## src/rtl/stw_pkg.sv

```systemverilog
package stw_pkg;
  localparam int SW_W   = 32;
  localparam int MODE_W = 5;
  localparam int LANES  = SW_W / 8;

  localparam logic [SW_W-1:0] CLS_OPEN = 32'hF80F_0200;
  localparam logic [SW_W-1:0] CLS_PRIV = 32'h0000_01DF;
  localparam logic [SW_W-1:0] CLS_SIDE = 32'h0100_0020;
  localparam logic [SW_W-1:0] M_FIELD  = 32'h0000_001F;

  localparam logic [MODE_W-1:0] MODE_USER = 5'b10000;
  localparam logic [MODE_W-1:0] MODE_SVC  = 5'b10011;
  localparam logic [SW_W-1:0]   RESET_WORD = 32'h0000_01D3;

  localparam int POS_J = 24;
  localparam int POS_T = 5;
  localparam int POS_FLAGS_LO = 28;
  localparam int POS_AIF_LO = 6;

  function automatic logic mode_legal(input logic [MODE_W-1:0] m);
    case (m)
      5'b10000, 5'b10001, 5'b10010, 5'b10011,
      5'b10110, 5'b10111, 5'b11011, 5'b11111: return 1'b1;
      default: return 1'b0;
    endcase
  endfunction

  function automatic logic [SW_W-1:0] lane_expand(input logic [LANES-1:0] l);
    logic [SW_W-1:0] r;
    for (int i = 0; i < SW_W; i++) r[i] = l[i/8];
    return r;
  endfunction
endpackage

```

## src/rtl/stw_lane_mask.sv

```systemverilog
module stw_lane_mask
  import stw_pkg::*;
(
  input  logic [LANES-1:0] lanes,
  input  logic             priv,
  output logic [SW_W-1:0]  wmask
);
  logic [SW_W-1:0] class_ok;

  always_comb begin
    class_ok = CLS_OPEN | (priv ? CLS_PRIV : '0);
    wmask    = lane_expand(lanes) & class_ok;
  end
endmodule

```

## src/rtl/stw_mode_check.sv

```systemverilog
module stw_mode_check
  import stw_pkg::*;
(
  input  logic [MODE_W-1:0] cand,
  output logic              legal
);
  always_comb legal = mode_legal(cand);
endmodule

```

## src/rtl/status_word_ctrl.sv

```systemverilog
module status_word_ctrl
  import stw_pkg::*;
(
  input  logic        clk,
  input  logic        rst_n,
  input  logic        mv_we,
  input  logic [3:0]  mv_lanes,
  input  logic [31:0] mv_data,
  input  logic        flg_we,
  input  logic [3:0]  flg_nzcv,
  input  logic        st_we,
  input  logic        st_j,
  input  logic        st_t,
  input  logic        exc_we,
  input  logic [4:0]  exc_mode,
  input  logic [2:0]  exc_aif,
  output logic [31:0] status,
  output logic [4:0]  mode,
  output logic        illegal_mode
);
  logic            priv;
  logic [SW_W-1:0] wmask;
  logic            cand_legal;
  logic            mv_go;
  logic            mode_touch;
  logic            mode_bad;
  logic [SW_W-1:0] eff_mask;
  logic [SW_W-1:0] nxt;

  assign priv = (status[MODE_W-1:0] != MODE_USER);

  stw_lane_mask u_mask (
    .lanes (mv_lanes),
    .priv  (priv),
    .wmask (wmask)
  );

  stw_mode_check u_mchk (
    .cand  (mv_data[MODE_W-1:0]),
    .legal (cand_legal)
  );

  assign mv_go      = mv_we & ~exc_we;
  assign mode_touch = mv_go & (|(wmask & M_FIELD));
  assign mode_bad   = mode_touch & ~cand_legal;

  always_comb begin
    eff_mask = mv_go ? wmask : '0;
    if (mode_bad) eff_mask = eff_mask & ~M_FIELD;
    nxt = (status & ~eff_mask) | (mv_data & eff_mask);
    if (flg_we) nxt[SW_W-1:POS_FLAGS_LO] = flg_nzcv;
    if (st_we) begin
      nxt[POS_J] = st_j;
      nxt[POS_T] = st_t;
    end
    if (exc_we) begin
      nxt[POS_AIF_LO+2:POS_AIF_LO] = exc_aif;
      nxt[MODE_W-1:0] = exc_mode;
    end
  end

  always_ff @(posedge clk) begin
    if (!rst_n) begin
      status       <= RESET_WORD;
      illegal_mode <= 1'b0;
    end else begin
      status       <= nxt;
      illegal_mode <= mode_bad;
    end
  end

  assign mode = status[MODE_W-1:0];
endmodule

```

## config.mk

```make
export PLATFORM = sky130hd
export DESIGN_NAME = status_word_ctrl
export DESIGN_NICKNAME = d
export VERILOG_FILES = /design/src/rtl/stw_pkg.sv /design/src/rtl/stw_lane_mask.sv /design/src/rtl/stw_mode_check.sv /design/src/rtl/status_word_ctrl.sv
export SDC_FILE = /design/constraint.sdc
export NUM_CORES = 1
export LEC_CHECK = 0
export BUFFER_PORTS_ARGS = -buffer_cell sky130_fd_sc_hd__buf_2
export CAP_MARGIN = 20
export CORE_MARGIN = 2
export CORE_UTILIZATION = 30
export CTS_CLUSTER_DIAMETER = 200
export DETAILED_ROUTE_END_ITERATION = 7
export PLACE_DENSITY = 0.59
export RECOVER_POWER = 50
export SLEW_MARGIN = 20
export SYNTH_ARGS = -nofsm -noshare
export SYNTH_HDL_FRONTEND = slang
export SYNTH_HIERARCHICAL = 1
export SYNTH_SLANG_ARGS = --single-unit
export TNS_END_PERCENT = 1
```

## constraint.sdc

```tcl
create_clock -name clk -period 2.1 [get_ports clk]
set_clock_uncertainty 0.05 [all_clocks]
set_input_delay 0.105 -clock clk [delete_from_list [all_inputs] [get_ports clk]]
set_output_delay 0.105 -clock clk [all_outputs]
set_load 0.02 [all_outputs]
```

==> results of run 1 <==
worst paths after layout:
check              from        end  slack [ps]  depth (start not counted)
max           flip-flop  flip-flop         340                          6
min          exc_aif[0]  flip-flop          10                          3
max reg2reg   flip-flop  flip-flop         340                          6
min reg2reg   flip-flop  flip-flop         450                          2
critical path, cell delays in order (launching register included):
cell	delay [ps]
sky130_fd_sc_hd__dfxtp_1	330
sky130_fd_sc_hd__nor4_1	280
sky130_fd_sc_hd__nand2_1	100
sky130_fd_sc_hd__and2_1	310
sky130_fd_sc_hd__a311oi_1	330
sky130_fd_sc_hd__a31oi_1	60
sky130_fd_sc_hd__and3_1	190
per-stage QoR:
stage	setup slack (ps)	total power, mW	cells
floorplan	402.4	0.9003	223
global placement	398.3	0.9551	347
detailed placement	361.8	0.9574	347
CTS	356.9	1.450	354
global route	194.8	1.502	354
finish	336.9	1.422	354
logic make-up after synthesis:
group | count (synthesis) | synth area share
DFF | 33 | 0.3515
muxes | 3 | 0.01598
and+or+nand+nor | 67 | 0.2077
buffers and inverters | 46 | 0.1778
AOI/OAI and AO/OA | 60 | 0.2450
other | 1 | 0.001995
layout make-up:
cell class	count	area share
well taps	75	0.04213
multi-input cells	144	0.4191
clock buffers	7	0.03876
flip-flops and latches	33	0.2966
repair buffers	95	0.2034
cell usage in the layout (no fill, tap or decap), drive strengths merged, types with 2 or more instances in the layout:
master,instances
o21a,18
mux2i,3
buf,73
dfxtp,33
nor2,4
o311a,6
a21boi,24
conb,14
o211ai,3
and3b,3
nand3,6
and2,3
nand2b,7
a31oi,5
nand2,11
a311oi,2
and3,26
clkbuf,29
nor2b,3
power by group:
part	internal, mW	switching (mW)
sequential	0.658	0.0169
combinational	0.112	0.151
clock	0.260	0.224
total	1.03	0.392
per-layer routing:
| layer | vias to the layer above | routed length (um) | global-route usage |
|---|---|---|---|
| met2 | 66 | 1780 | 0.1862 |
| met3 | 2 | 364 | 0.03976 |
| li1 | 838 | - | - |
| met1 | 734 | 1971 | 0.1529 |
| met4 | 0 | 15 | 0.03130 |
| met5 | - | 0 | 0 |
==> metrics.log, run 1 <==
INFO  metric outcome = completed
INFO  metric synth.most_common_cell = sky130_fd_sc_hd__buf_4
INFO  metric n_antenna_cell = 0
INFO  metric route.detailed.vias_per_inst = 4.633
INFO  metric port_buffers = 93
INFO  metric cts_repair_resize_count = 0
INFO  metric area_taken_by_multi_input_logic_gates = between 900 and 1000 um^2
INFO  metric clkSinkCount = 33
INFO  metric summed_negative_setup_slack_over_all_endpoints = 0 ps
INFO  metric final_cell_area = 2227 um^2
INFO  metric clk_pin_slew_worst_paths = 70 ps
INFO  metric drc = 0
INFO  metric number_of_global_route_vias_before_repair = ~1,500
INFO  metric timing.max_cap.violations = 0
INFO  metric timing.critical_path.from_type = flip-flop
INFO  metric min_period_over_period = 0.8396
INFO  metric clock_latency = ~280 ps
INFO  metric ranking_of_synthesized_cells_by_area = sky130_fd_sc_hd__dfxtp_1 (35%), sky130_fd_sc_hd__buf_4 (14%), sky130_fd_sc_hd__a21boi_0 (9.6%)
INFO  metric postSynthRegisterBits = 33
INFO  metric synth_largest_area_cell = sky130_fd_sc_hd__dfxtp_1
INFO  metric synth.cells.most_frequent = sky130_fd_sc_hd__buf_4 (36), sky130_fd_sc_hd__dfxtp_1 (33), sky130_fd_sc_hd__and3_1 (26)
INFO  metric finish.net_count = approximately 340
INFO  metric ys_async_sr_fraction = 0
INFO  metric syn_to_final_growth = 18.51%
INFO  metric cts_inserted_buffers = 5
INFO  metric share_of_layout_cells_above_drive_strength_1 = 0.2867
INFO  metric cell_leakage_power = 1.096 nW
INFO  metric grt_remaining_overflow = 0
INFO  metric grt.total_usage = 0.1175
INFO  metric final_core_utilization = 0.3718
INFO  metric netlist-cell-type-count = 29
INFO  metric yosys_warnings = 6
INFO  metric synth.cell_area = 1879 um^2
INFO  metric relSlewSlack = 0.6236
INFO  metric critPathKind = flip-flop to flip-flop
INFO  metric placedInstanceArea = 2168 um^2
INFO  metric cts_tree = built
INFO  metric cp_max_fo = 17
INFO  metric slew_violations = 0
INFO  metric synth_largest_type_area_fraction = 0.3515
INFO  metric number_of_enable_type_register_cells_in_the_synthesized_netlist = 0
INFO  metric drt_first_iter_violations = 25
INFO  metric type_of_the_most_critical_hold_path = input pin to flip-flop
INFO  metric setup_violations = 0
INFO  metric maximum_number_of_pins_on_one_net_before_global_route_repair = 31
INFO  metric die_width = 83.15 um
INFO  metric ir_worst_vdd = 0.0002352 V
INFO  metric critical_path_required = 2230 ps
INFO  metric grt_setup_unrepaired = no
INFO  metric chipHeight = 83.15 um
INFO  metric antenna_violating_nets_post_route = 0
INFO  metric worst_pin_slew = between 500 and 600 ps
INFO  metric hold_slack = about 11 ps
INFO  metric dp_hpwl = 3019 um
INFO  metric cts_setup_buffers = 0
INFO  metric holdBufCountCts = 0
INFO  metric htree_depth = 2
INFO  metric seq_area = 660.6 um^2
INFO  metric num_rows = 28
INFO  metric firstDrtPassIters = 4
INFO  metric netlist_instances = 210
INFO  metric avgRoutedWirePerCell = roughly 12 um
INFO  metric core_region_area = 5991 um^2
INFO  metric period_needed = approximately 1800 ps
INFO  metric synth.avg_cell_area = around 9 um^2
INFO  metric wirelength = roughly 4100 um
INFO  metric num-fill-cells = 641
INFO  metric synth_seq_area_share = 0.3515
INFO  metric ios = 94
INFO  metric initial_core_util = 0.3137
INFO  metric worst-endpoint-arrival = roughly 1900 ps
INFO  metric achievable-frequency = 567.2 MHz
INFO  metric vias = approximately 1,600
INFO  metric grt_pass1_wl = about 7000 um
INFO  metric power_density = 638.7 nW/um^2
INFO  metric clock_tree_root_buffer_cell = sky130_fd_sc_hd__clkbuf_8
INFO  metric yosys_most_used_dff = sky130_fd_sc_hd__dfxtp_1
INFO  metric cts-root-to-sink-buffers = 2
INFO  metric timing.final.hold_violations = 0
INFO  metric dieArea = 6913 um^2
INFO  metric antenna_violations_before_repair = 0
INFO  metric cp-end-kind = flip-flop
INFO  metric finalWeightedCongestion = approximately 0.76
(Power assumes the default switching activity.)
==> run 2: changes to the inputs <==
==> constraint.sdc (replaced) <==
create_clock -name clk -period 1.7 [get_ports clk]
set_clock_uncertainty 0.05 [all_clocks]
set_input_delay 0.085 -clock clk [delete_from_list [all_inputs] [get_ports clk]]
set_output_delay 0.085 -clock clk [all_outputs]
set_load 0.02 [all_outputs]
==> run 2 against run 1 <==
Total power increased by 22%. Sequential share of layout area fell by 0.92 points. Maximum frequency increased by 15%.
==> metrics.log, run 2 (synthesis gave the netlist of run 1 again) <==
INFO  metric number_of_global_route_vias_before_repair = 1,565
INFO  metric initial_core_util = 0.3137
INFO  metric clkSinkCount = 33
INFO  metric die_width = 83.15 um
INFO  metric outcome = completed
INFO  metric antenna_violations_before_repair = 0
INFO  metric drc = 0
INFO  metric type_of_the_most_critical_hold_path = input pin to flip-flop
INFO  metric grt_setup_unrepaired = no
INFO  metric num_rows = 28
INFO  metric finish.net_count = 344
INFO  metric holdBufCountCts = 3
INFO  metric grt.total_usage = 0.1222
INFO  metric cp-end-kind = flip-flop
INFO  metric cts_repair_resize_count = 0
INFO  metric syn_to_final_growth = 22.30%
INFO  metric critPathKind = flip-flop to flip-flop
INFO  metric cts_setup_buffers = 0
INFO  metric cp_max_fo = 6
INFO  metric summed_negative_setup_slack_over_all_endpoints = 0 ps
INFO  metric power_density = 754.2 nW/um^2
INFO  metric clk_pin_slew_worst_paths = 60 ps
INFO  metric chipHeight = 83.15 um
INFO  metric route.detailed.vias_per_inst = ~4.7
INFO  metric worst-endpoint-arrival = 1660 ps
INFO  metric period_needed = 1536 ps
INFO  metric timing.final.hold_violations = 0
INFO  metric clock_tree_root_buffer_cell = sky130_fd_sc_hd__clkbuf_8
INFO  metric maximum_number_of_pins_on_one_net_before_global_route_repair = 21
INFO  metric port_buffers = 93
INFO  metric critical_path_required = 1820 ps
INFO  metric dieArea = 6913 um^2
INFO  metric cts_inserted_buffers = 5
INFO  metric ios = 94
INFO  metric layout.cells.most_common_list = sky130_fd_sc_hd__buf_2 (73), sky130_fd_sc_hd__dfxtp_1 (33), sky130_fd_sc_hd__and3_1 (26)
INFO  metric n_antenna_cell = 0
INFO  metric finalWeightedCongestion = between 0.7 and 0.8
INFO  metric layout_commonest_cell = sky130_fd_sc_hd__buf_2
INFO  metric vias = between 1,500 and 2,000
INFO  metric share_of_layout_cells_above_drive_strength_1 = 0.3010
INFO  metric core_region_area = 5991 um^2
INFO  metric grt_pass1_wl = 7051 um
INFO  metric cell_leakage_power = 1.140 nW
INFO  metric antenna_violating_nets_post_route = 0
INFO  metric timing.max_cap.violations = 0
INFO  metric dp_hpwl = approximately 3200 um
INFO  metric ir_worst_vdd = ~0.00038 V
INFO  metric drt_first_iter_violations = 22
INFO  metric firstDrtPassIters = 4
INFO  metric slew_violations = 0
INFO  metric setup_violations = 0
INFO  metric clock_latency = approximately 270 ps
INFO  metric grt_remaining_overflow = 0
INFO  metric cts-root-to-sink-buffers = 2
INFO  metric cts_tree = built
INFO  metric avgRoutedWirePerCell = 11.42 um
INFO  metric achievable-frequency = 651.2 MHz
INFO  metric min_period_over_period = 0.9033
INFO  metric final_core_utilization = 0.3837
INFO  metric htree_depth = 2
INFO  metric wirelength = 4156 um
INFO  metric timing.critical_path.from_type = flip-flop
## run 2: worst paths after layout
kind	from	end	slack [ps]	depth (start not counted)
hold reg to reg	flip-flop	flip-flop	460	2
setup / recovery	flip-flop	flip-flop	160	6
setup reg to reg	flip-flop	flip-flop	160	6
hold / removal	mv_data[1]	flip-flop	50	3
## run 2: cell type report
type / instances / area (um^2)
fillers: 643 / 3692
multi-input cells: 144 / 933.4
well taps: 75 / 93.84
repair buffers: 104 / 530.5
clock buffers: 8 / 80.08
flip-flops and latches: 33 / 660.6
## run 2: critical path, cell delays in order (launching register included)
cell and delay (ps):
sky130_fd_sc_hd__dfxtp_1 310, sky130_fd_sc_hd__nor4_1 260, sky130_fd_sc_hd__nand2_1 90, sky130_fd_sc_hd__and2_1 210
sky130_fd_sc_hd__a311oi_1 290, sky130_fd_sc_hd__a31oi_1 60, sky130_fd_sc_hd__and3_1 160
## run 2: per-stage QoR
stage	instances	setup WS [ps]	power [mW]	cell area, um^2	hold WS, ps
floorplan	223	2.411	1.112	1928	173.6
finish	364	164.3	1.734	2298	52.66
global placement	353	222.2	1.195	2213	274.2
detailed placement	353	191.9	1.196	2213	267.6
CTS	364	175.6	1.772	2323	38.29
global route	364	17.15	1.840	2298	48.61
## run 2: where the power goes
group          total (mW)  switching [mW]  internal (mW)
registers           0.833          0.0202          0.813
clock network       0.557           0.266          0.291
logic               0.344           0.189          0.154
## run 2: per-layer routing
layer | GRT usage | wire, um
met4 | 0.03577 | 34
met3 | 0.03877 | 317
met1 | 0.1497 | 1844
met5 | 0 | 0
met2 | 0.2053 | 1959
==> run 3: changes to the inputs <==
--- a/config.mk
+++ b/config.mk
@@ -8,10 +8,10 @@
 export BUFFER_PORTS_ARGS = -buffer_cell sky130_fd_sc_hd__buf_2
 export CAP_MARGIN = 20
 export CORE_MARGIN = 2
-export CORE_UTILIZATION = 30
+export CORE_UTILIZATION = 46
 export CTS_CLUSTER_DIAMETER = 200
 export DETAILED_ROUTE_END_ITERATION = 7
-export PLACE_DENSITY = 0.59
+export PLACE_DENSITY = 0.8
 export RECOVER_POWER = 50
 export SLEW_MARGIN = 20
 export SYNTH_ARGS = -nofsm -noshare
==> run 3 against run 2 <==
Routed wire length fell by 3.1%. Non-clock buffer count fell by 2. Sequential power rose by 0.5%. Via count fell by 0.94%. Cell count fell by 7.4%. Highest routed layer unchanged. First-iteration DRC count rose by 150%. Total power rose by 11%. Utilization rose by 19 points.
==> metrics.log, run 3 (synthesis gave the netlist of run 1 again) <==
INFO  metric outcome = completed
INFO  metric cts_tree = built
INFO  metric antenna_violating_nets_post_route = 0
INFO  metric syn_to_final_growth = 22.17%
INFO  metric timing.critical_path.from_type = flip-flop
INFO  metric dieArea = 4612 um^2
INFO  metric layout_commonest_cell = sky130_fd_sc_hd__buf_2
INFO  metric netSwitchingFraction = 0.2521
INFO  metric grt_remaining_overflow = 0
INFO  metric power_density = approximately 840 nW/um^2
INFO  metric clk_pin_slew_worst_paths = 60 ps
INFO  metric vias = around 1,700
INFO  metric core_region_area = 3971 um^2
INFO  metric route.detailed.vias_per_inst = 5.000
INFO  metric die_width = 67.92 um
INFO  metric ir_worst_vdd = 0.0005653 V
INFO  metric period_needed = 1549 ps
INFO  metric layout.cells.most_common_list = sky130_fd_sc_hd__buf_2 (71), sky130_fd_sc_hd__dfxtp_1 (33), sky130_fd_sc_hd__and3_1 (26)
INFO  metric setup_violations = 0
INFO  metric wirelength = 4029 um
INFO  metric timing.max_cap.violations = 0
INFO  metric clock_power_share = 0.390
INFO  metric type_of_the_most_critical_hold_path = input pin to flip-flop
INFO  metric finish.net_count = ~340
INFO  metric firstDrtPassIters = 4
INFO  metric cp-end-kind = flip-flop
INFO  metric timing.final.hold_violations = 0
INFO  metric share_of_layout_cells_above_drive_strength_1 = 0.3066
INFO  metric num_rows = 23
INFO  metric cts-root-to-sink-buffers = 2
INFO  metric slew_violations = 0
INFO  metric share_seq_of_total_power = 0.434
INFO  metric summed_negative_setup_slack_over_all_endpoints = 0 ps
INFO  metric n_antenna_cell = 0
INFO  metric internal_power = 1.441 mW
INFO  metric initial_core_util = 0.4732
INFO  metric grt_pass1_wl = just over 6000 um
INFO  metric chipHeight = roughly 68 um
INFO  metric htree_depth = 2
INFO  metric avgRoutedWirePerCell = between 10 and 15 um
INFO  metric ios = 94
INFO  metric clkSinkCount = 33
INFO  metric pwr-share-comb = 0.176
INFO  metric cts_setup_buffers = 0
INFO  metric finalWeightedCongestion = about 0.75
INFO  metric grt.total_usage = 0.1730
INFO  metric critical_path_required = 1820 ps
INFO  metric dp_hpwl = 3004 um
INFO  metric final_core_utilization = 0.5781
INFO  metric min_period_over_period = 0.9114
INFO  metric worst-endpoint-arrival = 1670 ps
INFO  metric timing.critical_path.cells = nor4_2 > nand2_1 > and2_1 > a311oi_1 > a31oi_1 > and3_1
INFO  metric maximum_number_of_pins_on_one_net_before_global_route_repair = 21
INFO  metric cp_max_fo = 6
INFO  metric cts_inserted_buffers = 5
INFO  metric clock_tree_root_buffer_cell = sky130_fd_sc_hd__clkbuf_8
INFO  metric antenna_violations_before_repair = 0
INFO  metric cell_leakage_power = 1.147 nW
INFO  metric achievable-frequency = 645.5 MHz
INFO  metric drc = 0
INFO  metric drt_first_iter_violations = 54
INFO  metric critical-path-max-stage-delay = 340 ps
INFO  metric clock_latency = 270 ps
INFO  metric port_buffers = 93
INFO  metric slowest_stage = sky130_fd_sc_hd__dfxtp_1
INFO  metric critPathKind = flip-flop to flip-flop
INFO  metric number_of_global_route_vias_before_repair = around 1,500
INFO  metric power.net_switching = 485.9 uW
## run 3: area by class of cell
| cell class | instances | area (um^2) |
|---|---|---|
| Sequential cell | 33 | 660.6 |
| Fill cell | 366 | 1675 |
| Timing Repair Buffer | 102 | 510.5 |
| Multi-Input combinational cell | 144 | 945.9 |
| Clock inverter | 1 | 30.03 |
| Tap cell | 50 | 62.56 |
| Clock buffer | 7 | 86.33 |
## run 3: final timing paths
path                    from        end  slack, ps  depth (start not counted)
setup / recovery   flip-flop  flip-flop        150                          6
hold / removal    exc_aif[2]  flip-flop         10                          3
setup reg to reg   flip-flop  flip-flop        150                          6
hold reg to reg    flip-flop  flip-flop        460                          2
## run 3: stage by stage
step                      instance area, um^2  total power [mW]  setup slack (ps)  std cells  hold slack, ps
final                                    2296             1.927             150.7        337           14.74
after global routing                     2296             2.023            -1.845        337           9.259
after CTS                                2311             1.950             145.1        337           11.28
after detailed placement                 2175             1.190             152.1        327           275.8
after global placement                   2175             1.186             195.7        327           273.9
after floorplan                          1928             1.112             2.411        223           173.6
## run 3: power groups by stage
stage / clock (mW) / sequential [mW] / combinational (mW)
floorplan: 0 / 0.899 / 0.213
global placement: 0 / 0.849 / 0.337
detailed placement: 0 / 0.851 / 0.339
CTS: 0.772 / 0.834 / 0.344
global route: 0.806 / 0.841 / 0.376
finish: 0.752 / 0.837 / 0.339
## run 3: routing by layer
layer  up-vias  share of wire  GRT usage
li1        857              -          -
met1       753           0.45     0.1905
met2        71           0.45     0.3064
met3         4          0.084    0.05921
met4         0         0.0077    0.06500
met5         -              0          0
## run 3: worst max-delay path: cells and delay by family, from the launching register on
family	cells	cell delay (ps)
AND/OR/NAND/NOR	4	740
flip-flops	1	340
AO/OA/AOI/OAI	2	330
## run 3: timing repair
action | CTS | global route
setup endpoints to repair | 0 | 3
hold endpoints to repair | 2 | 0
hold buffers | 2 | 0
gates resized for setup | 0 | 2
